--- config.mk ---
export PLATFORM = sky130hd
export DESIGN_NAME = uart_tx
export DESIGN_NICKNAME = d
export VERILOG_FILES = /design/src/rtl/uart_tx_pkg.sv /design/src/rtl/uart_tx_cfg.sv /design/src/rtl/uart_tx_baud.sv /design/src/rtl/uart_tx_buf.sv /design/src/rtl/uart_tx_shift.sv /design/src/rtl/uart_tx.sv
export SDC_FILE = /design/constraint.sdc
export NUM_CORES = 1
export LEC_CHECK = 0
export BUFFER_PORTS_ARGS = -buffer_cell sky130_fd_sc_hd__buf_2
export CAP_MARGIN = 20
export CORE_MARGIN = 4
export CORE_UTILIZATION = 50
export CTS_CLUSTER_DIAMETER = 30
export DETAILED_ROUTE_END_ITERATION = 7
export PLACE_DENSITY = 0.69
export SLEW_MARGIN = 40
export SYNTH_ARGS = -nofsm -noshare
export SYNTH_HDL_FRONTEND = slang
export SYNTH_SLANG_ARGS = --single-unit
--- constraint.sdc ---
create_clock -name clk -period 10.3 [get_ports clk]
set_input_delay 2.575 -clock clk [delete_from_list [all_inputs] [get_ports clk]]
set_output_delay 2.575 -clock clk [all_outputs]
set_load 0.05 [all_outputs]
--- src/rtl/uart_tx_pkg.sv ---
package uart_tx_pkg;

  // configuration word layout (bit 0 = transmit enable ... bits 7:5 = clock select)
  typedef struct packed {
    logic [2:0] clk_sel;
    logic       par_even;
    logic       par_en;
    logic       stop2;
    logic       rx_en;
    logic       tx_en;
  } tx_cfg_t;

  localparam int CFG_W = $bits(tx_cfg_t);

  localparam logic [2:0] SEL_EXT = 3'd6;
  localparam logic [2:0] SEL_ALT = 3'd7;

  function automatic logic parity_of(input logic [7:0] d, input logic even);
    return even ? (^d) : ~(^d);
  endfunction

endpackage

--- src/rtl/uart_tx_cfg.sv ---
module uart_tx_cfg
  import uart_tx_pkg::*;
(
  input  logic             clk,
  input  logic             rst_n,
  input  logic             wr,
  input  logic [CFG_W-1:0] wdata,
  output tx_cfg_t          cfg
);

  tx_cfg_t cfg_q;
  tx_cfg_t new_w;
  logic    sel_locked;

  assign new_w      = tx_cfg_t'(wdata);
  assign sel_locked = cfg_q.tx_en | cfg_q.rx_en;

  always_ff @(posedge clk or negedge rst_n) begin
    if (!rst_n) begin
      cfg_q <= '0;
    end else if (wr) begin
      cfg_q.tx_en    <= new_w.tx_en;
      cfg_q.rx_en    <= new_w.rx_en;
      cfg_q.stop2    <= new_w.stop2;
      cfg_q.par_en   <= new_w.par_en;
      cfg_q.par_even <= new_w.par_even;
      if (!sel_locked) cfg_q.clk_sel <= new_w.clk_sel;
    end
  end

  assign cfg = cfg_q;

  // selector frozen while any enable is stored
  p_sel_locked_r7: assert property (@(posedge clk) disable iff (!rst_n)
    (wr && (cfg.tx_en || cfg.rx_en)) |=> $stable(cfg.clk_sel));

endmodule

--- src/rtl/uart_tx_baud.sv ---
module uart_tx_baud
  import uart_tx_pkg::*;
#(
  parameter int BASE_DIV = 13,
  parameter int ALT_DIV  = 96
) (
  input  logic       clk,
  input  logic       rst_n,
  input  logic [2:0] sel,
  input  logic       ext_tick,
  output logic       tick
);

  localparam int MAX_DIV = (BASE_DIV * 32 > ALT_DIV) ? BASE_DIV * 32 : ALT_DIV;
  localparam int CNT_W   = $clog2(MAX_DIV + 1);

  logic [CNT_W-1:0] cnt_q;
  logic [CNT_W-1:0] lim_m1;
  logic [2:0]       sel_q;
  logic             use_ext;
  logic             wrap;

  assign use_ext = (sel == SEL_EXT);

  always_comb begin
    if (sel == SEL_ALT)   lim_m1 = CNT_W'(ALT_DIV - 1);
    else if (use_ext)     lim_m1 = '0;
    else                  lim_m1 = CNT_W'((BASE_DIV << sel) - 1);
  end

  assign wrap = (cnt_q == lim_m1);

  always_ff @(posedge clk or negedge rst_n) begin
    if (!rst_n) begin
      cnt_q <= '0;
      sel_q <= '0;
    end else begin
      sel_q <= sel;
      if (sel != sel_q || use_ext || wrap) cnt_q <= '0;
      else                                 cnt_q <= cnt_q + CNT_W'(1);
    end
  end

  assign tick = use_ext ? ext_tick : (wrap && sel == sel_q);

  // internal dividers never tick on consecutive cycles
  p_tick_gap_r3: assert property (@(posedge clk) disable iff (!rst_n)
    (tick && !use_ext) |=> !tick);

endmodule

--- src/rtl/uart_tx_buf.sv ---
module uart_tx_buf #(
  parameter int DATA_W = 8
) (
  input  logic              clk,
  input  logic              rst_n,
  input  logic              tx_en,
  input  logic              in_valid,
  input  logic [DATA_W-1:0] in_data,
  output logic              in_ready,
  input  logic              take,
  output logic              pending,
  output logic [DATA_W-1:0] data
);

  logic              pend_q;
  logic [DATA_W-1:0] data_q;
  logic              accept;

  assign accept = in_valid && !pend_q;

  always_ff @(posedge clk or negedge rst_n) begin
    if (!rst_n) begin
      pend_q <= 1'b0;
      data_q <= '0;
    end else begin
      if (accept) data_q <= in_data;
      if (!tx_en)      pend_q <= 1'b0;
      else if (accept) pend_q <= 1'b1;
      else if (take)   pend_q <= 1'b0;
    end
  end

  assign in_ready = !pend_q;
  assign pending  = pend_q;
  assign data     = data_q;

  // an enabled accept fills the buffer
  p_accept_fills_r10: assert property (@(posedge clk) disable iff (!rst_n)
    (in_valid && in_ready && tx_en) |=> !in_ready);
  // moving the byte into the shifter frees the buffer
  p_take_frees_r10: assert property (@(posedge clk) disable iff (!rst_n)
    take |=> in_ready);
  // a parked byte never becomes pending while disabled
  p_parked_r9: assert property (@(posedge clk) disable iff (!rst_n)
    !tx_en |=> in_ready);

endmodule

--- src/rtl/uart_tx_shift.sv ---
module uart_tx_shift
  import uart_tx_pkg::*;
#(
  parameter int DATA_W = 8
) (
  input  logic              clk,
  input  logic              rst_n,
  input  logic              tick,
  input  logic              start_ok,
  input  logic [DATA_W-1:0] data,
  input  logic              par_en,
  input  logic              par_even,
  input  logic              stop2,
  output logic              take,
  output logic              txd,
  output logic              done
);

  localparam int FRAME_W = DATA_W + 4;
  localparam int LEN_W   = $clog2(FRAME_W + 1);

  logic [FRAME_W-1:0] shreg_q;
  logic [FRAME_W-1:0] frame;
  logic [LEN_W-1:0]   rem_q;
  logic [LEN_W-1:0]   len;
  logic               busy_q;
  logic               done_q;
  logic               last;

  always_comb begin
    frame              = '1;
    frame[0]           = 1'b0;
    frame[DATA_W:1]    = data;
    if (par_en) frame[DATA_W+1] = parity_of(data, par_even);
  end

  assign len  = LEN_W'(DATA_W + 2) + LEN_W'(par_en) + LEN_W'(stop2);
  assign last = busy_q && (rem_q == LEN_W'(1));
  assign take = tick && start_ok && (!busy_q || last);

  always_ff @(posedge clk or negedge rst_n) begin
    if (!rst_n) begin
      shreg_q <= '1;
      rem_q   <= '0;
      busy_q  <= 1'b0;
      done_q  <= 1'b0;
    end else begin
      done_q <= 1'b0;
      if (tick) begin
        if (last) done_q <= 1'b1;
        if (take) begin
          shreg_q <= frame;
          rem_q   <= len;
          busy_q  <= 1'b1;
        end else if (last) begin
          busy_q  <= 1'b0;
          shreg_q <= '1;
        end else if (busy_q) begin
          shreg_q <= {1'b1, shreg_q[FRAME_W-1:1]};
          rem_q   <= rem_q - LEN_W'(1);
        end
      end
    end
  end

  assign txd  = busy_q ? shreg_q[0] : 1'b1;
  assign done = done_q;

  // the line only moves right after a bit-clock tick
  p_line_steady_r3: assert property (@(posedge clk) disable iff (!rst_n)
    !tick |=> $stable(txd));
  // every frame begins with a low start bit
  p_start_low_r2: assert property (@(posedge clk) disable iff (!rst_n)
    take |=> !txd);
  // done is a single-cycle pulse
  p_done_single_r11: assert property (@(posedge clk) disable iff (!rst_n)
    done |=> !done);

endmodule

--- src/rtl/uart_tx.sv ---
module uart_tx
  import uart_tx_pkg::*;
#(
  parameter int DATA_W   = 8,
  parameter int BASE_DIV = 13,
  parameter int ALT_DIV  = 96
) (
  input  logic              clk,
  input  logic              rst_n,
  input  logic              cfg_wr,
  input  logic [CFG_W-1:0]  cfg_wdata,
  input  logic              ext_tick,
  input  logic              in_valid,
  input  logic [DATA_W-1:0] in_data,
  output logic              in_ready,
  output logic              txd,
  output logic              tx_buf_empty,
  output logic              tx_done,
  output logic              bit_tick,
  output logic              par_en_o,
  output logic              par_even_o,
  output logic              rx_en_o
);

  tx_cfg_t           cfg;
  logic              tick;
  logic              take;
  logic              pending;
  logic [DATA_W-1:0] buf_data;
  logic              rdy;

  uart_tx_cfg u_cfg (
    .clk   (clk),
    .rst_n (rst_n),
    .wr    (cfg_wr),
    .wdata (cfg_wdata),
    .cfg   (cfg)
  );

  uart_tx_baud #(.BASE_DIV(BASE_DIV), .ALT_DIV(ALT_DIV)) u_baud (
    .clk      (clk),
    .rst_n    (rst_n),
    .sel      (cfg.clk_sel),
    .ext_tick (ext_tick),
    .tick     (tick)
  );

  uart_tx_buf #(.DATA_W(DATA_W)) u_buf (
    .clk      (clk),
    .rst_n    (rst_n),
    .tx_en    (cfg.tx_en),
    .in_valid (in_valid),
    .in_data  (in_data),
    .in_ready (rdy),
    .take     (take),
    .pending  (pending),
    .data     (buf_data)
  );

  uart_tx_shift #(.DATA_W(DATA_W)) u_shift (
    .clk      (clk),
    .rst_n    (rst_n),
    .tick     (tick),
    .start_ok (pending && cfg.tx_en),
    .data     (buf_data),
    .par_en   (cfg.par_en),
    .par_even (cfg.par_even),
    .stop2    (cfg.stop2),
    .take     (take),
    .txd      (txd),
    .done     (tx_done)
  );

  assign in_ready     = rdy;
  assign tx_buf_empty = rdy;
  assign bit_tick     = tick;
  assign par_en_o     = cfg.par_en;
  assign par_even_o   = cfg.par_even;
  assign rx_en_o      = cfg.rx_en;

  // a disabled block never starts a frame
  p_no_start_disabled_r8: assert property (@(posedge clk) disable iff (!rst_n)
    !cfg.tx_en |-> !take);

endmodule

==> flow_summary.json, run 1 <==
{
  "status": "complete, no violations",
  "start_util": 0.519,
  "fin_area_sq_um": 2980,
  "grt_pass1_vias": 1910,
  "fill_cells": 486,
  "cts_setup_buffers": 0,
  "core_area_sq_um": 5140,
  "crit_required_ns": 7.73,
  "antenna_left": 0,
  "finalCritPeriodShare": 0.705,
  "totalWireLength_um": 5190,
  "pwr-share-comb": 0.395,
  "cts_made_buffers": 5,
  "irDropWorstVdd_uv": 152,
  "dpl_cell_area_sq_um": 2840,
  "dp_hpwl_um": 3780,
  "synth_top_flop_cell": "dfrtp_1",
  "via_per_inst": 5.51,
  "syn_area_sq_um": 2670,
  "cts_hold_buf": 0,
  "grt_pass1_wl_um": 8870,
  "die_x_um": 81.1,
  "swShare": 0.366,
  "syn_area_per_cell_sq_um": 9.63,
  "clk_latency_ns": 0.30,
  "grt_max_degree": 46,
  "dp_cells": 360,
  "slew_headroom": 0.505,
  "worstPathCellList": "inv_1 > ha_1 > nor2b_1 > inv_1 > ha_1 > nor4bb_1 > a21oi_1 > o311ai_0 > o21ai_0 > or4_1 > o31ai_2 > buf_2",
  "postSynthCellCount": 277,
  "power_switching_uw": 259,
  "drv_cap": 0,
  "layout.cells.non_filler": 368,
  "power_density_nw_per_um2": 237,
  "critPathBufInv": 3,
  "vias": 2026,
  "grt_overflow": 0,
  "clock_path_buffers": 2,
  "cp-end-kind": "output port",
  "synth-seq-cells": 45,
  "final-seq-area_sq_um": 1140,
  "drv_slew": 0,
  "clock.fmax_ghz": 0.138,
  "power.internal_uw": 447,
  "gp_congestion": 0.913,
  "clockPowerShare": 0.226,
  "yosys_warnings": 0,
  "finalClockSkew_ns": 0.0136,
  "cpPeakStageDelay_ns": 0.69,
  "post-route-util": 0.580,
  "worstPathArrival_ns": 4.69,
  "path_max_fanout": 12,
  "antenna_cells": 0,
  "cts_tree": "done",
  "max_slew.worst_pin.slew_ns": 0.738,
  "crit_family": "simple AND/OR/NAND/NOR gates",
  "cts-root-buf": "clkbuf_8",
  "path_class": "reg -> out",
  "seqPwrFrac": 0.378,
  "drtIter0Drc": 107,
  "p_leak_uw": 0.00127,
  "die_y_um": 81.1,
  "rows": 26,
  "multi_input_area_sq_um": 1430,
  "grt_use_total": 0.172,
  "synth_edf_count": 0,
  "p_total_uw": 706,
  "startpoint_type": "flip-flop",
  "htree_num_levels": 2,
  "grt_setup_unrepaired": "false",
  "dieArea_sq_um": 6570,
  "drc": 0,
  "ys_async_sr_fraction": 1.00,
  "cp_slowest_cell": "o31ai_2",
  "antenna_found_initial": 0,
  "num_io_pins": 29,
  "syn-num-nets": 308,
  "ctsResizeCount": 0,
  "finalHoldViolations": 0,
  "cts_sinks": 45,
  "nets": 328,
  "port_buffers": 28,
  "area_growth_pct": 11.6,
  "holdCritPathClass": "reg -> reg",
  "drive_above_1_share": 0.221,
  "synthDistinctLibCells": 48,
  "min_period_ns": 7.26,
  "synth-seq-area-share": 0.427,
  "wl_per_cell_um": 14.1,
  "firstDrtPassIters": 4,
  "setup_violations": 0,
  "setup_tns_ns": 0,
  "path_clk_slew_ns": 0.08
}
==> metrics by stage <==
step                setup slack (ns)  hold WS [ns]
global route                    2.62         0.517
finish                          3.04         0.483
global placement                3.48         0.463
detailed placement              3.40         0.479
floorplan                       4.15         0.352
CTS                             3.07         0.492
==> layer usage <==
layer / wire (um) / track usage
met1: 2420 / 0.233
met2: 2490 / 0.275
met3: 232 / 0.0377
met4: 49 / 0.0557
met5: 0 / 0
==> Yosys cell counts (2+ instances only) <==
cell type / count / share of area
buf_4: 2 / 0.0056
o311ai_0: 3 / 0.0098
nand3_1: 11 / 0.021
ha_1: 10 / 0.047
o31ai_1: 3 / 0.0084
xnor2_1: 14 / 0.046
buf_2: 2 / 0.0038
nor2b_1: 3 / 0.0070
nand2_1: 26 / 0.037
a31oi_1: 3 / 0.0070
a21o_1: 2 / 0.0056
and2_1: 2 / 0.0047
mux2_2: 13 / 0.055
mux2_1: 10 / 0.042
dfrtp_1: 35 / 0.33
xor2_1: 11 / 0.036
nor3_1: 6 / 0.011
dfstp_2: 10 / 0.098
o21ai_0: 19 / 0.036
nor2_1: 28 / 0.039
mux2i_1: 3 / 0.011
inv_1: 10 / 0.014
nor3b_1: 3 / 0.0084
or3_1: 2 / 0.0047
nand2b_1: 3 / 0.0070
a21oi_1: 7 / 0.013
o211ai_1: 2 / 0.0056
clkbuf_1: 11 / 0.015
nor4bb_1: 2 / 0.0075
or4_1: 3 / 0.0084
==> flip-flops by register name, summed over array words and instances (netlist names) <==
signal	count
u_shift.done	1
u_baud.cnt_q	9
u_shift.rem_q	4
u_shift.busy_q	1
u_buf.pending	1
u_baud.sel_q	3
u_buf.data	8
u_shift.shreg_q	10
u_cfg.cfg	8
==> kinds of logic (layout without fill, tap and decap cells) <==
logic type	count (synthesis)	after routing	synth area share
xor+xnor	25	25	0.0820
flops	45	45	0.427
fa+ha+maj	10	10	0.0469
compound gates	53	53	0.132
simple gates	92	92	0.164
mux	26	26	0.108
buf+inv	26	47	0.0403
==> cell usage in the layout (no fill, tap or decap), types with 6 or more instances in the layout <==
cell and instances:
a21oi_1 7, buf_2 27, dfrtp_1 35, dfstp_2 10, ha_1 10, inv_1 10, mux2_1 10, mux2_2 13
nand2_1 26, nand3_1 11, nor2_1 27, nor3_1 6, o21ai_0 19, xnor2_1 14, xor2_1 11
==> power by group through the flow <==
stage / Sequential, uW / Clock, uW / Combinational, uW
5_1_grt: 275 / 171 / 316
2_1_floorplan: 262 / 0 / 226
6_report: 267 / 160 / 279
3_5_place_dp: 271 / 0 / 279
4_1_cts: 267 / 165 / 281
3_3_place_gp: 269 / 0 / 274
==> final cells by class <==
type,count,share of cell area
Sequential cell,45,0.382
Clock buffer,5,0.0231
Clock inverter,3,0.0231
Tap cell,70,0.0294
Multi-Input combinational cell,206,0.480
Timing Repair Buffer,28,0.0479
Inverter,11,0.0139
==> final timing paths <==
path                         startpoint                  to  slack (ns)  depth (start not counted)
hold reg to reg            u_cfg.cfg[5]     u_baud.sel_q[0]        0.48                          0
setup / recovery           u_cfg.cfg[6]            bit_tick        3.04                         12
hold / removal             u_cfg.cfg[5]     u_baud.sel_q[0]        0.48                          0
min in group asynchronous         rst_n        u_cfg.cfg[1]        2.25                          1
setup reg to reg           u_cfg.cfg[6]  u_shift.shreg_q[8]        5.22                         13
max in group asynchronous         rst_n  u_shift.shreg_q[8]        7.65                          1
==> worst register-to-register path, stage by stage, from the launching register on <==
cell      delay, ns
dfrtp_1        0.53
inv_1          0.15
ha_1           0.34
nor2b_1        0.21
inv_1          0.09
ha_1           0.27
nor4bb_1       0.63
a21oi_1        0.12
o311ai_0       0.28
o21ai_0        0.13
or4_1          0.57
o31ai_2        0.69
a21boi_2       0.62
mux2_1         0.39
Power figures use the tool's default switching activity.
==> inputs of run 2 (changes only) <==
- clock period: 10.3 -> 7 ns (I/O delays scaled with it)
==> run 2 against run 1 <==
  * Non-clock buffer count rose by 1
  * Combinational power is 48% higher
  * Register-to-register slack got worse by 3.0 ns
  * Clock skew fell by 0.011 ns
  * Worst hold slack improved by 0.0057 ns
  * Core utilization down 0.85 points
  * Flip-flop and latch count did not move
  * Wire length rose by 2.3%
  * Final cell count is 0.27% higher
  * Count of clock-buffer cells in the layout unchanged
==> flow_summary.json, run 2 (synthesized netlist as in run 1, its figures left out) <==
{
  "status": "complete, no violations",
  "cp-end-kind": "output port",
  "start_util": 0.519,
  "totalWireLength_um": 5310,
  "clock.fmax_ghz": 0.163,
  "cts_tree": "done",
  "fill_cells": 494,
  "cts_sinks": 45,
  "htree_num_levels": 2,
  "dieArea_sq_um": 6570,
  "setup_violations": 0,
  "crit_start": "u_cfg.cfg[6]",
  "irDropWorstVdd_uv": 176,
  "setup_tns_ns": 0,
  "layout.cells.non_filler": 369,
  "grt_pass1_vias": 2046,
  "min_period_ns": 6.15,
  "drc": 0,
  "die_y_um": 81.1,
  "finalClockSkew_ns": 0.00292,
  "path_class": "reg -> out",
  "wl_per_cell_um": 14.4,
  "path_max_fanout": 12,
  "holdCritPathClass": "reg -> reg",
  "cts-root-buf": "clkbuf_8",
  "dp_cells": 361,
  "drive_above_1_share": 0.224,
  "area_growth_pct": 9.99,
  "cts_made_buffers": 5,
  "rows": 26,
  "finalCritPeriodShare": 0.879,
  "cts_hold_buf": 0,
  "r2r_start": "u_cfg.cfg[6]",
  "worstPathArrival_ns": 4.40,
  "dp_hpwl_um": 3870,
  "antenna_left": 0,
  "max_slew.worst_pin.slew_ns": 0.682,
  "die_x_um": 81.1,
  "drv_cap": 0,
  "clock_path_buffers": 2,
  "grt_pass1_wl_um": 9270,
  "setup_slack_ns": 0.849,
  "slew_headroom": 0.539,
  "nets": 329,
  "port_buffers": 28,
  "num_io_pins": 29,
  "via_per_inst": 5.54,
  "grt_setup_unrepaired": "false",
  "largest-register": "u_shift.shreg_q",
  "final_common_cell": "dfrtp_1",
  "clk_latency_ns": 0.30,
  "largest_reg_flops": 10,
  "vias": 2043,
  "grt_use_total": 0.180,
  "worstHoldStart": "u_cfg.cfg[5]",
  "cts_setup_buffers": 0,
  "drv_slew": 0,
  "p_total_uw": 966,
  "core_area_sq_um": 5140,
  "grt_overflow": 0,
  "power_density_nw_per_um2": 329,
  "drtIter0Drc": 130,
  "ctsResizeCount": 0,
  "crit_required_ns": 5.25,
  "antenna_cells": 0,
  "reg_top3": "u_shift.shreg_q: 10 flops, u_baud.cnt_q: 9 flops",
  "p_leak_uw": 0.00125,
  "fin_hold_ws_ns": 0.489,
  "firstDrtPassIters": 4,
  "finalHoldViolations": 0,
  "place_ws_ns": 1.24,
  "antenna_found_initial": 0,
  "gp_congestion": 0.944,
  "final_cell_mix": "dfrtp_1, nor2_1, buf_2",
  "path_clk_slew_ns": 0.08,
  "startpoint_type": "flip-flop",
  "grt_max_degree": 46
}
[run 2: cell count changes in the layout (fill, tap and decap cells not counted)]
| cell | before | now |
|---|---|---|
| bufinv_16 | 2 | 0 |
| clkinv_2 | 0 | 2 |
| buf_4 | 1 | 2 |
| clkinvlp_4 | 0 | 1 |
| inv_6 | 1 | 0 |
[run 2: layout make-up]
cell class / instances / area, sq um / area share
multi-input cells: 206 / 1430 / 0.488
clock buffers: 5 / 68.8 / 0.0234
well taps: 70 / 87.6 / 0.0298
clock inverters: 3 / 17.5 / 0.00597
repair buffers: 29 / 150 / 0.0512
inverters: 11 / 41.3 / 0.0141
flip-flops and latches: 45 / 1140 / 0.388
[run 2: power breakdown]
group	internal [uW]	switching, uW
Sequential	337	56.8
Combinational	178	235
Clock	69.0	89.6
Total	584	382
[run 2: layer usage]
metal	share of wire	vias up	GRT usage
met1	0.47	976	0.240
met4	0.011	0	0.0507
met3	0.036	8	0.0333
li1	-	1011	-
met2	0.48	48	0.299
met5	0	-	0
[run 2: worst paths after layout]
path	end	slack [ns]	cells past startpoint
min in group asynchronous	u_cfg.cfg[1]	1.43	1
worst max-delay path	bit_tick	0.85	13
worst max register to register	u_shift.shreg_q[9]	2.20	14
max in group asynchronous	u_shift.shreg_q[6]	5.17	1
worst min register to register	u_baud.sel_q[0]	0.49	0
worst min-delay path	u_baud.sel_q[0]	0.49	0
[run 2: through the flow]
step	utilization	cell area (sq um)
2_1_floorplan	-	2670
3_3_place_gp	0.552	2840
3_5_place_dp	0.554	2850
4_1_cts	0.571	2930
5_1_grt	0.571	2940
6_report	0.571	2940
[run 2: critical path, stage by stage (launching register included)]
cell	delay, ns
dfrtp_1	0.53
inv_1	0.15
ha_1	0.35
nor2b_1	0.21
inv_1	0.09
ha_1	0.28
nor4bb_1	0.66
a21oi_1	0.12
o311ai_0	0.27
o21ai_0	0.12
or4_1	0.58
o31ai_2	0.26
buf_4	0.20
buf_2	0.28
